$ cat src/rtl/seg_guard.sv
module seg_guard #(
  parameter int AW = 32,
  parameter int LW = 20
) (
  input  logic          clk,
  input  logic          rst_n,
  input  logic          req_valid,
  input  logic [2:0]    op,
  input  logic [1:0]    size,
  input  logic [7:0]    acc_rights,
  input  logic [AW-1:0] base,
  input  logic [LW-1:0] limit,
  input  logic          gran,
  input  logic [1:0]    cpl,
  input  logic [1:0]    rpl,
  input  logic [AW-1:0] offset,
  output logic          res_valid,
  output logic [1:0]    res_code,
  output logic [AW-1:0] lin_addr
);
  localparam int PGB = 12;
  localparam logic [2:0] OP_RD = 3'd0, OP_WR = 3'd1, OP_LDD = 3'd2, OP_LDS = 3'd3, OP_XFR = 3'd4;
  localparam logic [1:0] V_OK = 2'd0, V_GP = 2'd1, V_SS = 2'd2, V_NP = 2'd3;

  wire       present = acc_rights[7];
  wire [1:0] dpl     = acc_rights[6:5];
  wire       is_seg  = acc_rights[4];
  wire       is_code = is_seg & acc_rights[3];
  wire       is_data = is_seg & ~acc_rights[3];
  wire       flag2   = acc_rights[2];
  wire       flag1   = acc_rights[1];

  wire [AW-1:0] eff_lim = gran ? {limit[AW-PGB-1:0], {PGB{1'b1}}}
                               : {{(AW-LW){1'b0}}, limit};
  wire [AW:0]   last    = {1'b0, offset} + {{(AW-1){1'b0}}, size};
  wire          up_ok   = last <= {1'b0, eff_lim};
  wire          dn_ok   = (offset > eff_lim) && !last[AW];
  wire          lim_ok  = (is_data && flag2) ? dn_ok : up_ok;
  wire [1:0]    maxp    = (cpl > rpl) ? cpl : rpl;

  logic [1:0] verdict;
  always_comb begin
    verdict = V_OK;
    if (!present) verdict = V_NP;
    else begin
      case (op)
        OP_RD:  if (!is_seg || (is_code && !flag1) || !lim_ok) verdict = V_GP;
        OP_WR:  if (!is_data || !flag1 || !lim_ok) verdict = V_GP;
        OP_LDD: if (!is_seg || (is_code && !flag1) || dpl < maxp) verdict = V_GP;
        OP_LDS: if (!is_data || !flag1 || dpl != cpl || rpl != cpl) verdict = V_SS;
        OP_XFR: if (!is_code || (flag2 ? (cpl < dpl) : (cpl != dpl))) verdict = V_GP;
        default: verdict = V_GP;
      endcase
    end
  end

  always_ff @(posedge clk or negedge rst_n) begin
    if (!rst_n) begin
      res_valid <= 1'b0;
      res_code  <= V_OK;
      lin_addr  <= '0;
    end else begin
      res_valid <= req_valid;
      res_code  <= req_valid ? verdict : V_OK;
      lin_addr  <= base + offset;
    end
  end


  idle_quiet_chk: assert property (@(posedge clk) disable iff (!rst_n)
    !req_valid |=> (!res_valid && res_code == V_OK));

  valid_follow_chk: assert property (@(posedge clk) disable iff (!rst_n)
    req_valid |=> res_valid);

  np_priority_chk: assert property (@(posedge clk) disable iff (!rst_n)
    (req_valid && !present) |=> (res_code == V_NP));

  ss_only_stack_chk: assert property (@(posedge clk) disable iff (!rst_n)
    (req_valid && op != OP_LDS) |=> (res_code != V_SS));

  stack_no_gp_chk: assert property (@(posedge clk) disable iff (!rst_n)
    (req_valid && op == OP_LDS) |=> (res_code != V_GP));

  down_floor_chk: assert property (@(posedge clk) disable iff (!rst_n)
    (req_valid && present && is_data && flag2 && op == OP_RD && offset <= eff_lim)
      |=> (res_code == V_GP));
endmodule

$ cat config.mk
export PLATFORM = sky130hd
export DESIGN_NAME = seg_guard
export DESIGN_NICKNAME = d
export VERILOG_FILES = /design/src/rtl/seg_guard.sv
export SDC_FILE = /design/constraint.sdc
export NUM_CORES = 1
export LEC_CHECK = 0
export ABC_AREA = 1
export BUFFER_PORTS_ARGS = -buffer_cell sky130_fd_sc_hd__buf_2
export CAP_MARGIN = 30
export CORE_MARGIN = 5
export CORE_UTILIZATION = 59
export DETAILED_ROUTE_END_ITERATION = 12
export PLACE_DENSITY = 0.86
export SYNTH_ARGS = -nofsm -noshare
export SYNTH_HDL_FRONTEND = slang
export SYNTH_SLANG_ARGS = --single-unit
$ cat constraint.sdc
create_clock -name clk -period 0.9 [get_ports clk]
set_input_delay 0.135 -clock clk [delete_from_list [all_inputs] [get_ports clk]]
set_output_delay 0.135 -clock clk [all_outputs]
set_load 0.02 [all_outputs]
==> results of run 1 <==
-- cells by family after synthesis --
group	Yosys count	share of synthesized area (%)
adders and majority gates	105	25.2
buffers and inverters	112	7.98
muxes	8	1.52
xor gates and xnor gates	57	9.48
DFF	35	16.6
AOI/OAI and AO/OA	124	13.1
and+or+nand+nor	297	26.0
-- through the flow --
stage / hold slack [ns] / utilization (%) / setup slack (ns) / instance area, um2
floorplan: -0.161 / - / -2.25 / 5510
global placement: 0.108 / 91.8 / -2.48 / 8010
detailed placement: 0.119 / 91.8 / -2.76 / 8010
-- Yosys cell counts --
| cell | n |
|---|---|
| a32oi_1 | 1 |
| fa_1 | 2 |
| nor3_1 | 18 |
| mux2i_1 | 8 |
| a31oi_1 | 3 |
| buf_1 | 1 |
| nor2_2 | 1 |
| nand3_4 | 2 |
| nand2_2 | 1 |
| inv_2 | 2 |
| nand4_1 | 15 |
| a21oi_1 | 69 |
| xor2_1 | 41 |
| clkbuf_1 | 3 |
| dfrtp_1 | 35 |
| nor4_1 | 6 |
| nor3_2 | 2 |
| a211oi_1 | 2 |
| xnor2_1 | 16 |
| or2_2 | 1 |
| nand2_1 | 159 |
| o21ai_0 | 25 |
| o21ai_1 | 4 |
| o211ai_1 | 3 |
| nand4_2 | 1 |
| nor2_1 | 61 |
| o21bai_1 | 4 |
| a21boi_0 | 2 |
| a221oi_1 | 1 |
| nand3_1 | 20 |
| nor3_4 | 2 |
| o221a_2 | 1 |
| a21o_1 | 2 |
| and2_1 | 1 |
| nor4_4 | 1 |
| nor2_4 | 2 |
| nor3b_4 | 1 |
| ha_1 | 103 |
| nand4_4 | 1 |
| o221ai_1 | 2 |
| o21a_1 | 4 |
| inv_1 | 106 |
| nor3b_1 | 2 |
| o22ai_1 | 1 |
==> results_dict.tcl, run 1 <==
set metrics [dict create \
    clockBufferDepth 2 \
    status "did not finish" \
    synth_top_cell_by_area "ha_1" \
    syn_nets 948 \
    globalplace.congestion 0.993 \
    start_util_pct 60.4 \
    syn_area_um2 5270 \
    synth_area_leaders "ha_1 24%, dfrtp_1 17%, nand2_1 11%" \
    dpl.hpwl_um 18300 \
    netlist-cell-type-count 44 \
    synth_cells 738 \
    die_height_um 104 \
    io_buffers 138 \
    root_buffer "clkbuf_8" \
    yosysWarnings 0 \
    clkSinkCount 35 \
    ios 140 \
    hold_buffers 2 \
    cts_setup_buffers 33 \
    cts_resized 166 \
    error_message "[ERROR DPL-0038] Utilization greater than 100%, impossible to legalize" \
    dp_cells 1203 \
    htree_num_levels 2 \
    haltStage "clock tree synthesis (4_1_cts)" \
    die_width_um 104 \
    avgSynthCellArea_um2 7.13 \
    numCtsBuffers 5 \
    yosysSeqAreaShare_pct 16.6 \
    rows 34 \
    yosysTopAreaCellShare_pct 24.5 \
    ys_ff_latch 35 \
]
==> run 2: changes to the inputs <==
CORE_UTILIZATION = 40   (was 59)
PLACE_DENSITY = unset   (was 0.86)
PLACE_DENSITY_LB_ADDON = 0.15   (was unset)
==> results_dict.tcl, run 2 <==
set metrics [dict create \
    final_cells 1308 \
    synth_common_cells "159 x nand2_1, 106 x inv_1, 103 x ha_1" \
    met1_length_um 8020 \
    mostFrequentLayoutCells "208 x buf_4, 145 x nand2_1, 96 x inv_1" \
    synth_top_cell_by_area "ha_1" \
    dpl_cell_area_um2 8040 \
    worst_hold_slack_ns 0.0296 \
    grt_setup_unrepaired "yes" \
    crit_path_max_fanout 3 \
    avgSynthCellArea_um2 7.13 \
    antenna_found_initial 0 \
    cp.arrival_ns 3.25 \
    cts_tree "done" \
    yosysTopAreaCellShare_pct 24.5 \
    synth_top_family_by_area "simple AND/OR/NAND/NOR gates" \
    reg_top3 "lin_addr (32), res_code (2), res_valid (1)" \
    status "finished with violations" \
    p_leak_nw 4.87 \
    largest_reg_flops 32 \
    netlist-cell-type-count 44 \
    synth_area_leaders "ha_1 24%, dfrtp_1 17%, nand2_1 11%" \
    cpMaxStageDelayCell "fa_2" \
    violations "negative setup slack" \
    slowest_delay_ns 0.39 \
    setup_viol 65 \
    hold_class "in -> reg" \
    wl_per_cell_um 14.2 \
    drv_cap 0 \
    fin_util_pct 71.4 \
    grt_pass1_wl_um 30000 \
    path_class "in -> reg" \
    max_freq_ghz 0.326 \
    dpl.hpwl_um 14800 \
    io_buffers 138 \
    tightest_slew_ns 0.406 \
    globalplace.congestion 0.954 \
    ios 140 \
    synth_edf_count 0 \
    wl_um 18600 \
    clkSinkCount 35 \
    vias_per_cell 4.87 \
    antenna_cells 0 \
    drc 0 \
    dp_cells 1264 \
    wl_met3_um 803 \
    holdPathStages 2 \
    synth.most_common_cell "nand2_1" \
    synthArstFlopShare_pct 100 \
    crit_top_cell "nand2_1" \
    relSlewSlack_pct 72.7 \
    yosys.area_share.simple_pct 26.0 \
    grt_usage_pct 23.1 \
    fin_ws_ns -2.16 \
    place_ws_ns -2.60 \
    synthAdderAreaFrac_pct 25.2 \
    first_pass_iters 4 \
    stdcell_area_um2 9340 \
    synth-compound-area-share_pct 13.1 \
    yosysWarnings 0 \
    crit_buf_inv 4 \
    start_util_pct 40.2 \
    numCtsBuffers 5 \
    yosysSeqAreaShare_pct 16.6 \
    vdd_drop_max_mv 0.697 \
    hold_viol 0 \
    syn_nets 948 \
    clk_pin_slew_worst_paths_ns 0.06 \
    htree_num_levels 2 \
    die_width_um 125 \
    synth_ff_type "dfrtp_1" \
    syn_area_um2 5270 \
    holdPathEnd "res_code[1]$_DFF_PN0_" \
    grt_overflow 0 \
    wl_met2_um 9250 \
    layout_commonest_cell "buf_4" \
    fin_total_pwr_mw 9.78 \
    die_area_um2 15600 \
    vias 6368 \
    synth_mux_area_share_pct 1.52 \
    coreArea_um2 13100 \
    clockBufferDepth 2 \
    slew_viol_final 0 \
    grt_pass1_vias 6635 \
    critPathCaptureType "flop" \
    rows 42 \
    required_ns 1.08 \
    layout.nets 1341 \
    drt_iter0_markers 288 \
    critPathTopFamily "simple AND/OR/NAND/NOR gates" \
    largest-register "lin_addr" \
    top_layer "met4" \
    layout-drive-gt1-share_pct 45.6 \
    ys_ff_latch 35 \
    root_buffer "clkbuf_16" \
    postRouteAntennaNets 0 \
    die_height_um 125 \
    hold_start "acc_rights[7]" \
    grt_max_degree 36 \
    synth_xor_area_share_pct 9.48 \
    synth_cells 738 \
    area_growth_pct 77.5 \
    fin_setup_tns_ns -24.35 \
    start_kind "input pin" \
    power_density_nw_per_um2 1050 \
    period_share_pct 340 \
    min_period_ns 3.06 \
]
-- run 2: cell counts after synthesis --
No cell type changed its count.
-- run 2: cells by family (layout without fill, tap and decap cells) --
logic type | count (synthesis) | in the layout
DFF | 35 | 35
adders and majority gates | 105 | 105
muxes | 8 | 8
AOI/OAI and AO/OA | 124 | 124
xor gates and xnor gates | 57 | 57
buffers and inverters | 112 | 506
and+or+nand+nor | 297 | 297
-- run 2: layout make-up --
cell class,instances,area [um2]
multi-input combinational,591,4610
fill,1049,3740
timing repair buffer,390,3050
sequential,35,876
inverter,108,415
tap,176,220
clock buffer,5,125
clock inverter,3,43.8
-- run 2: routing by layer --
metal,track usage [%],vias up
met5,0,-
met4,7.80,0
met3,3.56,40
met2,41.4,153
met1,28.0,2910
li1,-,3265
-- run 2: worst max path at each step --
stage	startpoint	endpoint	depth (start not counted)
2_1_floorplan	offset[0]	res_code[0]$_DFF_PN0_	26
3_3_place_gp	offset[0]	res_code[0]$_DFF_PN0_	27
3_5_place_dp	offset[0]	res_code[0]$_DFF_PN0_	27
4_1_cts	size[0]	res_code[0]$_DFF_PN0_	27
5_1_grt	offset[1]	res_code[0]$_DFF_PN0_	29
6_report	size[0]	res_code[0]$_DFF_PN0_	25
-- run 2: report_power, final --
part | total, mW | switching [mW] | internal (mW)
registers | 2.04 | 0.148 | 1.89
clock network | 2.03 | 0.721 | 1.31
logic | 5.71 | 2.73 | 2.98
total | 9.78 | 3.59 | 6.18
-- run 2: timing repair --
action | 4_1_cts | 5_1_grt
setup buffers | 28 | 21
pin swaps | 67 | 50
gates resized for setup | 163 | 55
setup endpoints to repair | 67 | 67
hold endpoints to repair | 36 | 0
hold buffers | 2 | 0
No activity file was read; power rests on OpenSTA's default activity.
==> run 3: changes to the inputs <==
ABC_AREA = unset   (was 1)
==> results_dict.tcl, run 3 <==
set metrics [dict create \
    status "finished with violations" \
    violations "negative setup slack" \
    reg_top3 "lin_addr (32), res_code (2), res_valid (1)" \
    synth_area_leaders "ha_1 26%, dfrtp_1 18%, xnor2_1 6.4%" \
    grt_max_degree 36 \
    largest_reg_flops 32 \
    layout.nets 1169 \
    syn_nets 793 \
    die_width_um 121 \
    synthArstFlopShare_pct 100 \
    dpl.hpwl_um 15300 \
    grt_usage_pct 25.4 \
    critPathCaptureType "flop" \
    rows 40 \
    synth_top_cell_by_area "ha_1" \
    place_ws_ns -2.69 \
    grt_pass1_wl_um 29800 \
    grt_setup_unrepaired "yes" \
    cp.arrival_ns 3.28 \
    coreArea_um2 12100 \
    io_buffers 138 \
    drv_cap 0 \
    p_leak_nw 4.37 \
    syn_area_um2 4940 \
    slew_viol_final 0 \
    power_density_nw_per_um2 1050 \
    grt_overflow 0 \
    root_buffer "clkbuf_16" \
    globalplace.congestion 0.919 \
    wl_per_cell_um 16.8 \
    avgSynthCellArea_um2 8.47 \
    min_period_ns 3.10 \
    hold_viol 0 \
    start_util_pct 40.9 \
    netlist-cell-type-count 61 \
    fin_util_pct 74.3 \
    drt_iter0_markers 299 \
    max_freq_ghz 0.323 \
    yosysWarnings 0 \
    ios 140 \
    layout-drive-gt1-share_pct 51.9 \
    fin_ws_ns -2.20 \
    drc 0 \
    synth_cells 583 \
    wl_um 19000 \
    synth_ff_type "dfrtp_1" \
    path_class "in -> reg" \
    crit_path_max_fanout 2 \
    yosysTopAreaCellShare_pct 26.1 \
    ys_ff_latch 35 \
    area_growth_pct 81.5 \
    vias_per_cell 5.24 \
    required_ns 1.08 \
    vdd_drop_max_mv 0.756 \
    layout_commonest_cell "buf_4" \
    fillerInstances 877 \
    holdPathEnd "res_code[1]$_DFF_PN0_" \
    period_share_pct 344 \
    numCtsBuffers 5 \
    antenna_cells 0 \
    tightest_slew_ns 0.387 \
    synth_edf_count 0 \
    setup_viol 68 \
    largest-register "lin_addr" \
    synth.most_common_cell "ha_1" \
    hold_start "acc_rights[7]" \
    relSlewSlack_pct 73.5 \
    clockBufferDepth 2 \
    cts_tree "done" \
    clk_pin_slew_worst_paths_ns 0.07 \
    synth_common_cells "103 x ha_1, 52 x nor2_1, 44 x a21oi_1" \
    first_pass_iters 5 \
    holdPathStages 2 \
    yosysSeqAreaShare_pct 17.7 \
    start_kind "input pin" \
    htree_num_levels 2 \
    mostFrequentLayoutCells "198 x buf_4, 93 x buf_2, 79 x ha_1" \
    vias 5908 \
    die_area_um2 14700 \
    die_height_um 121 \
    hold_class "in -> reg" \
    grt_pass1_vias 6150 \
    antenna_found_initial 0 \
    postRouteAntennaNets 0 \
    clkSinkCount 35 \
]
run 3: cell count changes after synthesis, moves of 12 or more:
| cell | previous run | this run |
|---|---|---|
| nand2_1 | 159 | 31 |
| inv_1 | 106 | 26 |
| a21o_1 | 2 | 29 |
| a21oi_1 | 69 | 44 |
| xor2_1 | 41 | 16 |
| xnor2_1 | 16 | 36 |
| nor3_1 | 18 | 6 |
run 3: logic make-up after synthesis:
family | after synthesis | share of synthesized area (%)
fa+ha+maj | 106 | 27.1
compound gates | 158 | 21.6
buf+inv | 37 | 3.17
mux | 11 | 2.23
flops | 35 | 17.7
xor+xnor | 52 | 9.22
simple gates | 184 | 18.9
run 3: worst max path at each step:
stage	cells past startpoint	slack [ns]	to	startpoint
6_report	20	-2.20	res_code[0]$_DFF_PN0_	offset[9]
5_1_grt	19	-2.41	res_code[0]$_DFF_PN0_	offset[0]
4_1_cts	19	-2.17	res_code[0]$_DFF_PN0_	size[0]
3_5_place_dp	20	-2.69	res_code[0]$_DFF_PN0_	offset[1]
3_3_place_gp	18	-2.51	res_code[0]$_DFF_PN0_	offset[0]
2_1_floorplan	17	-2.27	res_code[0]$_DFF_PN0_	offset[0]
run 3: what timing repair did:
item,4_1_cts,5_1_grt
gates resized for setup,171,42
pin swaps,83,42
hold buffers,2,0
setup buffers,29,18
setup endpoints to repair,68,67
hold endpoints to repair,36,0
run 3: area by class of cell:
class	count	area [um2]	share of cell area, %
Multi-Input combinational cell	511	4650	51.8
Tap cell	168	210	2.35
Clock buffer	8	156	1.75
Timing Repair Buffer	377	2950	32.9
Sequential cell	35	876	9.77
Inverter	29	124	1.38
run 3: worst max-delay path, cell delays in order:
cell	delay (ns)
buf_2	0.10
and3_4	0.18
and3_4	0.19
and3_4	0.18
and3_4	0.20
nand2_2	0.07
nor2_2	0.11
nand2_1	0.08
nor2_1	0.11
xor2_1	0.19
ha_1	0.28
a21oi_2	0.18
nor2b_4	0.06
o21ai_2	0.14
o2111ai_2	0.13
a2111oi_2	0.31
a31oi_1	0.15
a31oi_1	0.16
nor3_1	0.06
o221a_1	0.26
run 3: routing by layer:
layer / global-route usage (%) / wire, um / up-vias
li1: - / - / 2918
met4: 6.44 / 361 / 0
met5: 0 / 0 / -
met1: 33.0 / 8450 / 2795
met2: 44.2 / 9180 / 165
met3: 3.68 / 966 / 30
run 3: where the power goes:
group          internal [mW]  switching, mW  leakage (nW)  total (mW)
Clock                   1.18          0.728        0.0772        1.91
Combinational           2.94           2.58          3.89        5.52
Sequential              1.87          0.141         0.407        2.01
Total                   5.99           3.45          4.37        9.44
run 3: metrics by stage:
step | area, um2 | instances | power, mW | setup TNS [ns] | hold slack, ns
floorplan | 5270 | 583 | 4.33 | -24.77 | -0.161
global placement | 7650 | 1082 | 6.25 | -42.60 | 0.112
detailed placement | 7650 | 1082 | 6.39 | -43.86 | 0.118
CTS | 8730 | 1118 | 9.22 | -31.44 | 0.0198
global route | 8960 | 1128 | 10.0 | -40.32 | 0.0270
finish | 8960 | 1128 | 9.44 | -36.35 | 0.0230
==> run 4: changes to the inputs <==
ABC_AREA = 1   (was unset)
HOLD_SLACK_MARGIN = 0.02   (was unset)
==> results_dict.tcl, run 4 (synthesis gave the netlist of run 2 again) <==
set metrics [dict create \
    vdd_drop_max_mv 0.700 \
    period_share_pct 341 \
    required_ns 1.08 \
    slowest_delay_ns 0.39 \
    grt_max_degree 36 \
    die_area_um2 15600 \
    setup_viol 65 \
    power_density_nw_per_um2 1050 \
    clkSinkCount 35 \
    grt_setup_unrepaired "yes" \
    hold_class "in -> reg" \
    vias 6372 \
    wl_um 18600 \
    drv_cap 0 \
    htree_num_levels 2 \
    largest_reg_flops 32 \
    clockBufferDepth 2 \
    critPathTopFamily "simple AND/OR/NAND/NOR gates" \
    reg_top3 "lin_addr (32), res_code (2), res_valid (1)" \
    coreArea_um2 13100 \
    start_util_pct 40.2 \
    io_buffers 138 \
    fin_ws_ns -2.17 \
    crit_top_cell "nand2_1" \
    largest-register "lin_addr" \
    drt_iter0_markers 287 \
    drc 0 \
    dp_cells 1264 \
    postRouteAntennaNets 0 \
    final_cells 1309 \
    fin_util_pct 71.5 \
    layout_commonest_cell "buf_4" \
    layout-drive-gt1-share_pct 45.5 \
    die_width_um 125 \
    area_growth_pct 77.7 \
    antenna_cells 0 \
    ios 140 \
    start_kind "input pin" \
    die_height_um 125 \
    fillerInstances 1049 \
    wl_per_cell_um 14.2 \
    layout.nets 1342 \
    cts_tree "done" \
    mostFrequentLayoutCells "208 x buf_4, 145 x nand2_1, 96 x inv_1" \
    p_leak_nw 4.88 \
    numCtsBuffers 5 \
    slew_viol_final 0 \
    min_period_ns 3.07 \
    clk_pin_slew_worst_paths_ns 0.06 \
    fin_total_pwr_mw 9.78 \
    grt_overflow 0 \
    vias_per_cell 4.87 \
    antenna_found_initial 0 \
    globalplace.congestion 0.954 \
    worst_hold_slack_ns 0.0969 \
    dpl.hpwl_um 14800 \
    rows 42 \
    crit_buf_inv 4 \
    relSlewSlack_pct 72.5 \
    first_pass_iters 4 \
    root_buffer "clkbuf_16" \
    violations "negative setup slack" \
    grt_pass1_wl_um 30000 \
    critPathCaptureType "flop" \
    max_freq_ghz 0.326 \
    status "finished with violations" \
    path_class "in -> reg" \
    grt_pass1_vias 6642 \
    hold_viol 0 \
    grt_usage_pct 23.1 \
    tightest_slew_ns 0.409 \
    cpMaxStageDelayCell "fa_2" \
    crit_path_max_fanout 3 \
    cp.arrival_ns 3.25 \
]
run 4: worst paths after layout:
| check | start | end | slack, ns | depth (start not counted) |
|---|---|---|---|---|
| setup / recovery | size[0] | res_code[0]$_DFF_PN0_ | -2.17 | 25 |
| hold / removal | base[0] | lin_addr[0]$_DFF_PN0_ | 0.1 | 2 |
| max in group asynchronous | rst_n | lin_addr[29]$_DFF_PN0_ | 0.36 | 3 |
| min in group asynchronous | rst_n | lin_addr[11]$_DFF_PN0_ | 0.35 | 3 |
run 4: layout make-up:
class / count / area (um2) / area share [%]
Clock buffer: 5 / 125 / 1.34
Clock inverter: 3 / 43.8 / 0.468
Inverter: 108 / 415 / 4.44
Multi-Input combinational cell: 591 / 4610 / 49.3
Sequential cell: 35 / 876 / 9.36
Tap cell: 176 / 220 / 2.35
Timing Repair Buffer: 391 / 3060 / 32.7
run 4: per-stage QoR:
stage	setup TNS [ns]	setup WS (ns)	area, um2
after floorplan	-17.62	-2.25	5510
after global placement	-31.76	-2.53	8040
after detailed placement	-32.37	-2.60	8040
after CTS	-23.14	-2.19	9060
after global routing	-27.44	-2.44	9350
final	-24.35	-2.17	9350
run 4: report_power, final:
| part | internal [mW] | switching (mW) | total [mW] |
|---|---|---|---|
| clock network | 1.31 | 0.724 | 2.03 |
| registers | 1.89 | 0.147 | 2.04 |
| logic | 2.98 | 2.73 | 5.71 |
| total | 6.18 | 3.60 | 9.78 |
run 4: per-layer routing:
metal	vias to the layer above	global-route usage (%)	routed length (um)
li1	3268	-	-
met1	2889	28.0	7960
met2	171	41.4	9220
met3	44	3.56	853
met4	0	7.80	530
met5	-	0	0
run 4: timing repair:
action | in CTS | in global routing
hold buffers | 3 | 0
pin swaps | 67 | 50
gates resized for setup | 163 | 55
hold endpoints to repair | 37 | 0
endpoints found under the setup margin | 67 | 67
buffers inserted | 28 | 21
